### src/rtl/blkcmp_pkg.sv
package blkcmp_pkg;

    localparam int IDX_W  = 32;
    localparam int DATA_W = 32;
    localparam int SEG_W  = 3;

    typedef enum logic [1:0] {
        SZ_BYTE  = 2'd0,
        SZ_WORD  = 2'd1,
        SZ_DWORD = 2'd2
    } esize_t;

    typedef enum logic [1:0] {
        RP_ONCE     = 2'd0,
        RP_WHILE_EQ = 2'd1,
        RP_WHILE_NE = 2'd2,
        RP_ONCE_ALT = 2'd3
    } rmode_t;

    localparam logic [SEG_W-1:0] SEG_XTRA = 3'd0;
    localparam logic [SEG_W-1:0] SEG_DATA = 3'd3;

    typedef struct packed {
        logic of;
        logic sf;
        logic zf;
        logic af;
        logic pf;
        logic cf;
    } aflags_t;

    typedef enum logic [2:0] {
        ST_IDLE,
        ST_TEST,
        ST_RSRC,
        ST_RDST,
        ST_EXEC,
        ST_FIN
    } ph_t;

    function automatic logic [2:0] step_of(input logic [1:0] sz);
        case (sz)
            2'd0:    step_of = 3'd1;
            2'd1:    step_of = 3'd2;
            default: step_of = 3'd4;
        endcase
    endfunction

    function automatic logic [DATA_W-1:0] elem_mask(input logic [1:0] sz);
        case (sz)
            2'd0:    elem_mask = DATA_W'(8'hFF);
            2'd1:    elem_mask = DATA_W'(16'hFFFF);
            default: elem_mask = '1;
        endcase
    endfunction

endpackage

### src/rtl/blkcmp_flags.sv
module blkcmp_flags
    import blkcmp_pkg::*;
#(
    parameter int DW = DATA_W
) (
    input  logic [DW-1:0] a,
    input  logic [DW-1:0] b,
    input  logic [1:0]    sz,
    output aflags_t       f
);
    logic [DW-1:0] msk, am, bm, r;
    logic [DW:0]   d;
    logic [4:0]    nib;
    logic          sa, sb, sr;

    always_comb begin
        msk = DW'(elem_mask(sz));
        am  = a & msk;
        bm  = b & msk;
        d   = {1'b0, am} - {1'b0, bm};
        r   = d[DW-1:0] & msk;
        nib = {1'b0, am[3:0]} - {1'b0, bm[3:0]};
        case (sz)
            2'd0:    begin sa = am[7];    sb = bm[7];    sr = r[7];    end
            2'd1:    begin sa = am[15];   sb = bm[15];   sr = r[15];   end
            default: begin sa = am[DW-1]; sb = bm[DW-1]; sr = r[DW-1]; end
        endcase
        f.cf = d[DW];
        f.zf = (r == '0);
        f.sf = sr;
        f.af = nib[4];
        f.pf = ~^r[7:0];
        f.of = (sa != sb) && (sr != sa);
    end
endmodule

### src/rtl/blkcmp_adv.sv
module blkcmp_adv #(
    parameter int W = 32
) (
    input  logic [W-1:0] val,
    input  logic [2:0]   delta,
    input  logic         down,
    input  logic         wide,
    output logic [W-1:0] nxt
);
    localparam int HW = W / 2;

    logic [W-1:0] d_ext, full;

    always_comb begin
        d_ext = W'(delta);
        full  = down ? (val - d_ext) : (val + d_ext);
        nxt   = wide ? full : {val[W-1:HW], full[HW-1:0]};
    end
endmodule

### src/rtl/blkcmp_seq.sv
module blkcmp_seq
    import blkcmp_pkg::*;
(
    input  logic clk,
    input  logic rst,
    input  logic start,
    input  logic mem_ack,
    input  logic repeat_on,
    input  logic cnt_zero,
    input  logic stop_hit,
    output logic load,
    output logic cap_src,
    output logic cap_dst,
    output logic commit,
    output logic rd_req,
    output logic rd_dst,
    output logic busy,
    output logic done
);
    ph_t st, st_n;

    always_ff @(posedge clk) begin
        if (rst) st <= ST_IDLE;
        else     st <= st_n;
    end

    always_comb begin
        st_n    = st;
        load    = 1'b0;
        cap_src = 1'b0;
        cap_dst = 1'b0;
        commit  = 1'b0;
        rd_req  = 1'b0;
        rd_dst  = 1'b0;
        done    = 1'b0;
        case (st)
            ST_IDLE: begin
                if (start) begin
                    load = 1'b1;
                    st_n = ST_TEST;
                end
            end
            ST_TEST: st_n = (repeat_on && cnt_zero) ? ST_FIN : ST_RSRC;
            ST_RSRC: begin
                rd_req = 1'b1;
                if (mem_ack) begin
                    cap_src = 1'b1;
                    st_n    = ST_RDST;
                end
            end
            ST_RDST: begin
                rd_req = 1'b1;
                rd_dst = 1'b1;
                if (mem_ack) begin
                    cap_dst = 1'b1;
                    st_n    = ST_EXEC;
                end
            end
            ST_EXEC: begin
                commit = 1'b1;
                st_n   = (!repeat_on || stop_hit) ? ST_FIN : ST_TEST;
            end
            ST_FIN: begin
                done = 1'b1;
                st_n = ST_IDLE;
            end
            default: st_n = ST_IDLE;
        endcase
    end

    assign busy = (st != ST_IDLE);
endmodule

### src/rtl/blkcmp_engine.sv
module blkcmp_engine
    import blkcmp_pkg::*;
#(
    parameter int IW = IDX_W,
    parameter int DW = DATA_W,
    parameter int SW = SEG_W
) (
    input  logic          clk,
    input  logic          rst,
    input  logic          start,
    input  logic [1:0]    elem_size,
    input  logic          addr_wide,
    input  logic          dir_down,
    input  logic [1:0]    rep_mode,
    input  logic          seg_ovr_en,
    input  logic [SW-1:0] seg_ovr,
    input  logic [IW-1:0] src_init,
    input  logic [IW-1:0] dst_init,
    input  logic [IW-1:0] cnt_init,
    input  logic [5:0]    flags_init,
    output logic          mem_req,
    output logic [IW-1:0] mem_addr,
    output logic [SW-1:0] mem_seg,
    output logic [1:0]    mem_size,
    input  logic          mem_ack,
    input  logic [DW-1:0] mem_rdata,
    output logic          busy,
    output logic          done,
    output logic [IW-1:0] src_idx,
    output logic [IW-1:0] dst_idx,
    output logic [IW-1:0] count,
    output logic [5:0]    flags
);
    localparam int HW = IW / 2;

    logic [1:0]    sz_q;
    logic          wide_q, down_q;
    rmode_t        mode_q;
    logic [SW-1:0] sseg_q;
    logic [IW-1:0] src_q, dst_q, cnt_q;
    logic [DW-1:0] opa_q, opb_q;
    aflags_t       flg_q, flg_new;

    logic load, cap_src, cap_dst, commit, rd_dst;
    logic repeat_on, cnt_zero, stop_hit;
    logic [IW-1:0] src_nx, dst_nx, cnt_nx;
    logic [2:0]    step;

    assign step      = step_of(sz_q);
    assign repeat_on = (mode_q == RP_WHILE_EQ) || (mode_q == RP_WHILE_NE);
    assign cnt_zero  = wide_q ? (cnt_q == '0) : (cnt_q[HW-1:0] == '0);
    assign stop_hit  = ((mode_q == RP_WHILE_EQ) && !flg_new.zf) ||
                       ((mode_q == RP_WHILE_NE) &&  flg_new.zf);

    blkcmp_seq u_seq (
        .clk(clk), .rst(rst), .start(start), .mem_ack(mem_ack),
        .repeat_on(repeat_on), .cnt_zero(cnt_zero), .stop_hit(stop_hit),
        .load(load), .cap_src(cap_src), .cap_dst(cap_dst), .commit(commit),
        .rd_req(mem_req), .rd_dst(rd_dst), .busy(busy), .done(done)
    );

    blkcmp_flags #(.DW(DW)) u_flags (
        .a(opa_q), .b(opb_q), .sz(sz_q), .f(flg_new)
    );

    blkcmp_adv #(.W(IW)) u_src_adv (
        .val(src_q), .delta(step), .down(down_q), .wide(wide_q), .nxt(src_nx)
    );
    blkcmp_adv #(.W(IW)) u_dst_adv (
        .val(dst_q), .delta(step), .down(down_q), .wide(wide_q), .nxt(dst_nx)
    );
    blkcmp_adv #(.W(IW)) u_cnt_adv (
        .val(cnt_q), .delta(3'd1), .down(1'b1), .wide(wide_q), .nxt(cnt_nx)
    );

    always_ff @(posedge clk) begin
        if (rst) begin
            sz_q   <= 2'd0;
            wide_q <= 1'b1;
            down_q <= 1'b0;
            mode_q <= RP_ONCE;
            sseg_q <= SEG_DATA;
            src_q  <= '0;
            dst_q  <= '0;
            cnt_q  <= '0;
            opa_q  <= '0;
            opb_q  <= '0;
            flg_q  <= '0;
        end else begin
            if (load) begin
                sz_q   <= elem_size;
                wide_q <= addr_wide;
                down_q <= dir_down;
                mode_q <= rmode_t'(rep_mode);
                sseg_q <= seg_ovr_en ? seg_ovr : SEG_DATA;
                src_q  <= src_init;
                dst_q  <= dst_init;
                cnt_q  <= cnt_init;
                flg_q  <= aflags_t'(flags_init);
            end
            if (cap_src) opa_q <= mem_rdata;
            if (cap_dst) opb_q <= mem_rdata;
            if (commit) begin
                src_q <= src_nx;
                dst_q <= dst_nx;
                flg_q <= flg_new;
                if (repeat_on) cnt_q <= cnt_nx;
            end
        end
    end

    logic [IW-1:0] raw_addr;
    assign raw_addr = rd_dst ? dst_q : src_q;
    assign mem_addr = wide_q ? raw_addr : {{(IW-HW){1'b0}}, raw_addr[HW-1:0]};
    assign mem_seg  = rd_dst ? SEG_XTRA : sseg_q;
    assign mem_size = sz_q;

    assign src_idx = src_q;
    assign dst_idx = dst_q;
    assign count   = cnt_q;
    assign flags   = flg_q;
endmodule

### config.mk
export PLATFORM = sky130hd
export DESIGN_NAME = blkcmp_engine
export DESIGN_NICKNAME = d
export VERILOG_FILES = /design/src/rtl/blkcmp_pkg.sv /design/src/rtl/blkcmp_flags.sv /design/src/rtl/blkcmp_adv.sv /design/src/rtl/blkcmp_seq.sv /design/src/rtl/blkcmp_engine.sv
export SDC_FILE = /design/constraint.sdc
export NUM_CORES = 1
export LEC_CHECK = 0
export BUFFER_PORTS_ARGS = -buffer_cell sky130_fd_sc_hd__buf_2
export CAP_MARGIN = 10
export CELL_PAD_IN_SITES_DETAIL_PLACEMENT = 2
export CELL_PAD_IN_SITES_GLOBAL_PLACEMENT = 2
export CORE_MARGIN = 3
export CORE_UTILIZATION = 31
export CTS_CLUSTER_DIAMETER = 60
export DETAILED_ROUTE_END_ITERATION = 8
export GPL_TIMING_DRIVEN = 0
export PLACE_DENSITY = 0.83
export SETUP_SLACK_MARGIN = 0.5
export SLEW_MARGIN = 15
export SYNTH_ARGS = -nofsm -noshare
export SYNTH_HDL_FRONTEND = slang
export SYNTH_SLANG_ARGS = --single-unit
### constraint.sdc
create_clock -name clk -period 6.1 [get_ports clk]
set_input_delay 1.22 -clock clk [delete_from_list [all_inputs] [get_ports clk]]
set_output_delay 1.22 -clock clk [all_outputs]
set_load 0.1 [all_outputs]
==> load_flow_metrics.sql <==
INSERT INTO impl_metrics (metric_group, metric, value, unit) VALUES
('min_path', 'holdPathEnd', 'opa_q[26]', ''),
('finish', 'layout_overhead_on_the_synthesized_area', '21.3', '%'),
('placed_design', 'placed_cell_area', '0.0156', 'sq mm'),
('min_path', 'hold_start', 'opa_q[26]', ''),
('clocking', 'clock-root-buffer', 'sky130_fd_sc_hd__clkbuf_16', ''),
('grt', 'first_pass_grt_wire_length', '99.7', 'mm'),
('placed_design', 'globalplace.congestion', '0.898', ''),
('floorplan', 'chipHeight', '215', 'um'),
('floorplan', 'die_x', '215', 'um'),
('logic_synthesis', 'synth-seq-cells', '178', ''),
('timing', 'hold_ws', '0.459', 'ns'),
('flow_run', 'maxCapViolations', '0', ''),
('timing', 'rsz0062_at_grt', 'true', ''),
('critical_path', 'timing_worst_setup_path_type', 'register to register', ''),
('logic_synthesis', 'share_of_cell_area_taken_by_muxes_after_synthesis', '1.13', '%'),
('critical_path', 'critPathArrivalTime', '5.71', 'ns'),
('timing', 'report.final.setup_viol', '0', ''),
('power_and_ir_drop', 'total_leakage_power', '7.29', 'nW'),
('detailed_routing', 'detailedRoute.firstPassIterationCount', '5', ''),
('logic_synthesis', 'share_of_the_synthesized_area_in_compound_gates_ao_oa_aoi_oai', '27.2', '%'),
('logic_synthesis', 'ys_top_cells_by_area', 'sky130_fd_sc_hd__dfxtp_1 (26%), sky130_fd_sc_hd__nand2_1 (11%), sky130_fd_sc_hd__ha_1 (9.6%)', ''),
('logic_synthesis', 'netlist_instances', '1878', ''),
('logic_synthesis', 'synth_area', '0.0135', 'sq mm'),
('run_status', 'status', 'finished clean', ''),
('timing', 'final_max_slew_viol_count', '0', ''),
('clocking', 'cts-htree-levels', '4', ''),
('clocking', 'cts_made_buffers', '17', ''),
('critical_path', 'critical_path.max_stage_delay', '0.48', 'ns'),
('timing', 'max_clock_freq', '187', 'MHz'),
('logic_synthesis', 'synth.avg_cell_area', '7.18', 'sq um'),
('detailed_routing', 'postRouteAntennaNets', '0', ''),
('floorplan', 'num_rows', '75', ''),
('critical_path', 'timing.critical_path.required', '6.45', 'ns'),
('grt', 'vias_in_the_first_global_route', '16900', ''),
('critical_path', 'regToRegSetupSlack', '0.74', 'ns'),
('detailed_routing', 'dr_total_vias', '15700', ''),
('grt', 'number_of_antenna_violations_at_the_first_check_in_global_routing', '8', ''),
('critical_path', 'worst-r2r-cell-count', '18', ''),
('detailed_routing', 'drt-wirelength-per-cell', '23.6', 'um'),
('floorplan', 'die_area', '0.0460', 'sq mm'),
('min_path', 'hold_path.class', 'register to register', ''),
('timing', 'report.final.hold_viol_count', '0', ''),
('floorplan', 'io-pin-count', '290', ''),
('clocking', 'clock_transition_at_the_registers_of_the_reported_paths', '0.08', 'ns'),
('clocking', 'cts.path.max_buffers', '2', ''),
('logic_synthesis', 'synthesis.nets', '2132', ''),
('critical_path', 'worst_setup_path_start_kind', 'register', ''),
('logic_synthesis', 'async_reset_ff_share', '0', '%'),
('logic_synthesis', 'synthAdderAreaFrac', '10.0', '%'),
('finish', 'drive_gt1_share', '16.7', '%'),
('timing', 'final_period_minus_worst_setup_slack', '5.36', 'ns'),
('floorplan', 'floorplan.core_area', '0.0424', 'sq mm'),
('detailed_routing', 'detail_route.iter0.violations', '899', ''),
('logic_synthesis', 'postSynth.topFlopCell', 'sky130_fd_sc_hd__dfxtp_1', ''),
('timing', 'slew_margin_rel', '34.8', '%'),
('finish', 'design.final.nets', '2440', ''),
('critical_path', 'reg_to_reg_endpoint', 'dst_idx[27]', ''),
('logic_synthesis', 'synthDistinctLibCells', '80', ''),
('placed_design', 'dp_hpwl', '50.5', 'mm'),
('grt', 'largest_net_degree_at_the_start_of_global_routing', '58', ''),
('logic_synthesis', 'synth.yosys.warnings', '0', ''),
('timing', 'fin_worst_skew', '0.0118', 'ns'),
('detailed_routing', 'post_drt_via_cell_ratio', '5.65', ''),
('logic_synthesis', 'sequential_share_of_the_synthesized_area', '26.4', '%'),
('timing', 'tightest_slew', '0.978', 'ns'),
('critical_path', 'critPathSlowestCell', 'sky130_fd_sc_hd__o41ai_4', ''),
('finish', 'final_cell_area', '0.0163', 'sq mm'),
('power_and_ir_drop', 'vdd.ir_drop.worst', '0.000188', 'V'),
('clocking', 'clk_latency', '0.48', 'ns'),
('grt', 'grt_usage', '27.5', '%'),
('critical_path', 'timing.rr.start', 'mem_size[0]', '');
## final cells by class
| class | count | area (sq um) |
|---|---|---|
| Tap cell | 577 | 722 |
| Sequential cell | 178 | 3570 |
| Multi-Input combinational cell | 1555 | 9440 |
| Timing Repair Buffer | 289 | 1450 |
| Inverter | 40 | 150 |
| Fill cell | 5201 | 26100 |
| Clock buffer | 18 | 439 |
| Clock inverter | 14 | 149 |
| Buffer | 105 | 418 |
| Antenna cell | 4 | 10.0 |
## worst max-delay path by stage
stage,startpoint,end,slack (ns),cells past startpoint
floorplan,mem_size[0],src_idx[26],0.72,19
global placement,mem_size[0],src_idx[28],-0.49,19
detailed placement,mem_size[0],src_idx[28],-0.58,19
CTS,mem_size[0],src_idx[28],0.49,19
global route,mem_size[0],src_idx[28],0.48,19
finish,mem_size[0],dst_idx[27],0.74,18
## critical path, delay by kind of cell, from the launching register on
family / cells / cell delay (ns)
and+or+nand+nor: 1 / 0.32
xor gates and xnor gates: 2 / 0.38
buffers and inverters: 4 / 0.94
adders and majority gates: 2 / 0.53
AOI/OAI and AO/OA: 9 / 2.63
DFF: 1 / 0.42
## state kept, by name, indices dropped and copies added, names as in the netlist
signal and flops:
count 32, dst_idx 32, opa_q 32, opb_q 32, src_idx 32, flags 6
sseg_q 3, u_seq.st 3, mem_size 2, mode_q 2, down_q 1, wide_q 1
## placed cells by master (no fill, tap or decap), types with 17 or more instances in the layout
cell and n:
sky130_fd_sc_hd__clkbuf_1 90, sky130_fd_sc_hd__ha_1 103, sky130_fd_sc_hd__xor2_1 29, sky130_fd_sc_hd__nand3_1 31
sky130_fd_sc_hd__inv_1 40, sky130_fd_sc_hd__dfxtp_1 177, sky130_fd_sc_hd__and2_1 38, sky130_fd_sc_hd__a211oi_1 28
sky130_fd_sc_hd__xnor2_1 43, sky130_fd_sc_hd__o21a_1 20, sky130_fd_sc_hd__buf_2 289, sky130_fd_sc_hd__a311oi_1 33
sky130_fd_sc_hd__nor2_1 168, sky130_fd_sc_hd__nor3_1 37, sky130_fd_sc_hd__a21oi_1 219, sky130_fd_sc_hd__a21o_1 37
sky130_fd_sc_hd__clkbuf_16 17, sky130_fd_sc_hd__o21ai_0 92, sky130_fd_sc_hd__nand2_1 387
## power by group
| part | switching (mW) | total, mW | leakage (nW) | internal (mW) |
|---|---|---|---|---|
| combinational | 1.72 | 2.30 | 5.55 | 0.583 |
| sequential | 0.142 | 1.40 | 1.46 | 1.26 |
| clock | 0.568 | 1.19 | 0.288 | 0.620 |
## metrics by stage
step	TNS (ns)	worst slack [ns]	util, %	power (mW)	instances
floorplan	0	0.724	-	3.08	1878
global placement	-3.35	-0.488	36.9	3.61	2743
detailed placement	-6.14	-0.578	36.9	3.68	2743
CTS	0	0.489	38.4	4.89	2776
global route	0	0.477	38.5	5.11	2780
finish	0	0.739	38.5	4.89	2780
## cells in the mapped netlist (all sizes together), types with 4 or more instances
library cell  instances
a21boi                7
a21oi               219
nor4                 15
nor2b                15
nor3                 40
and2                 38
nand4                 6
nand3                31
nor3b                 8
or2                   6
or3                  17
o21a                 20
a21o                 37
a31oi                13
dfxtp               178
a211oi               32
a211o                 7
mux2i                13
or4                  11
xor2                 29
o21ai                97
o21bai               16
o31ai                 5
buf                   7
o2111ai               7
inv                  40
and3                 15
o22ai                14
o211ai               12
nand2               387
nand2b               16
a311oi               33
xnor2                44
a2111oi              10
o41ai                 5
a22oi                 9
nor2                169
a222oi                4
ha                  103
a221oi                9
clkbuf               98
## layer usage
layer  global-route usage (%)  share of wire [%]
met5                        0              0.085
met4                     8.18                2.7
met3                     5.03                5.0
met2                     49.4                 50
met1                     33.4                 42
## kinds of logic (layout without fill, tap and decap cells)
kind of cell               count (synthesis)  in the layout
AOI/OAI and AO/OA                        573            573
buffers and inverters                    145            466
adders and majority gates                106            106
and+or+nand+nor                          788            788
xor gates and xnor gates                  73             73
muxes                                     15             15
other                                      0              4
DFF                                      178            178
## repair_timing
| item | CTS | global route |
|---|---|---|
| hold buffers | 0 | 0 |
| endpoints found under the setup margin | 41 | 13 |
| pin swaps | 1 | 0 |
| buffers inserted | 1 | 0 |
| gates resized for setup | 12 | 16 |
No activity file was read; power rests on OpenSTA's default activity.
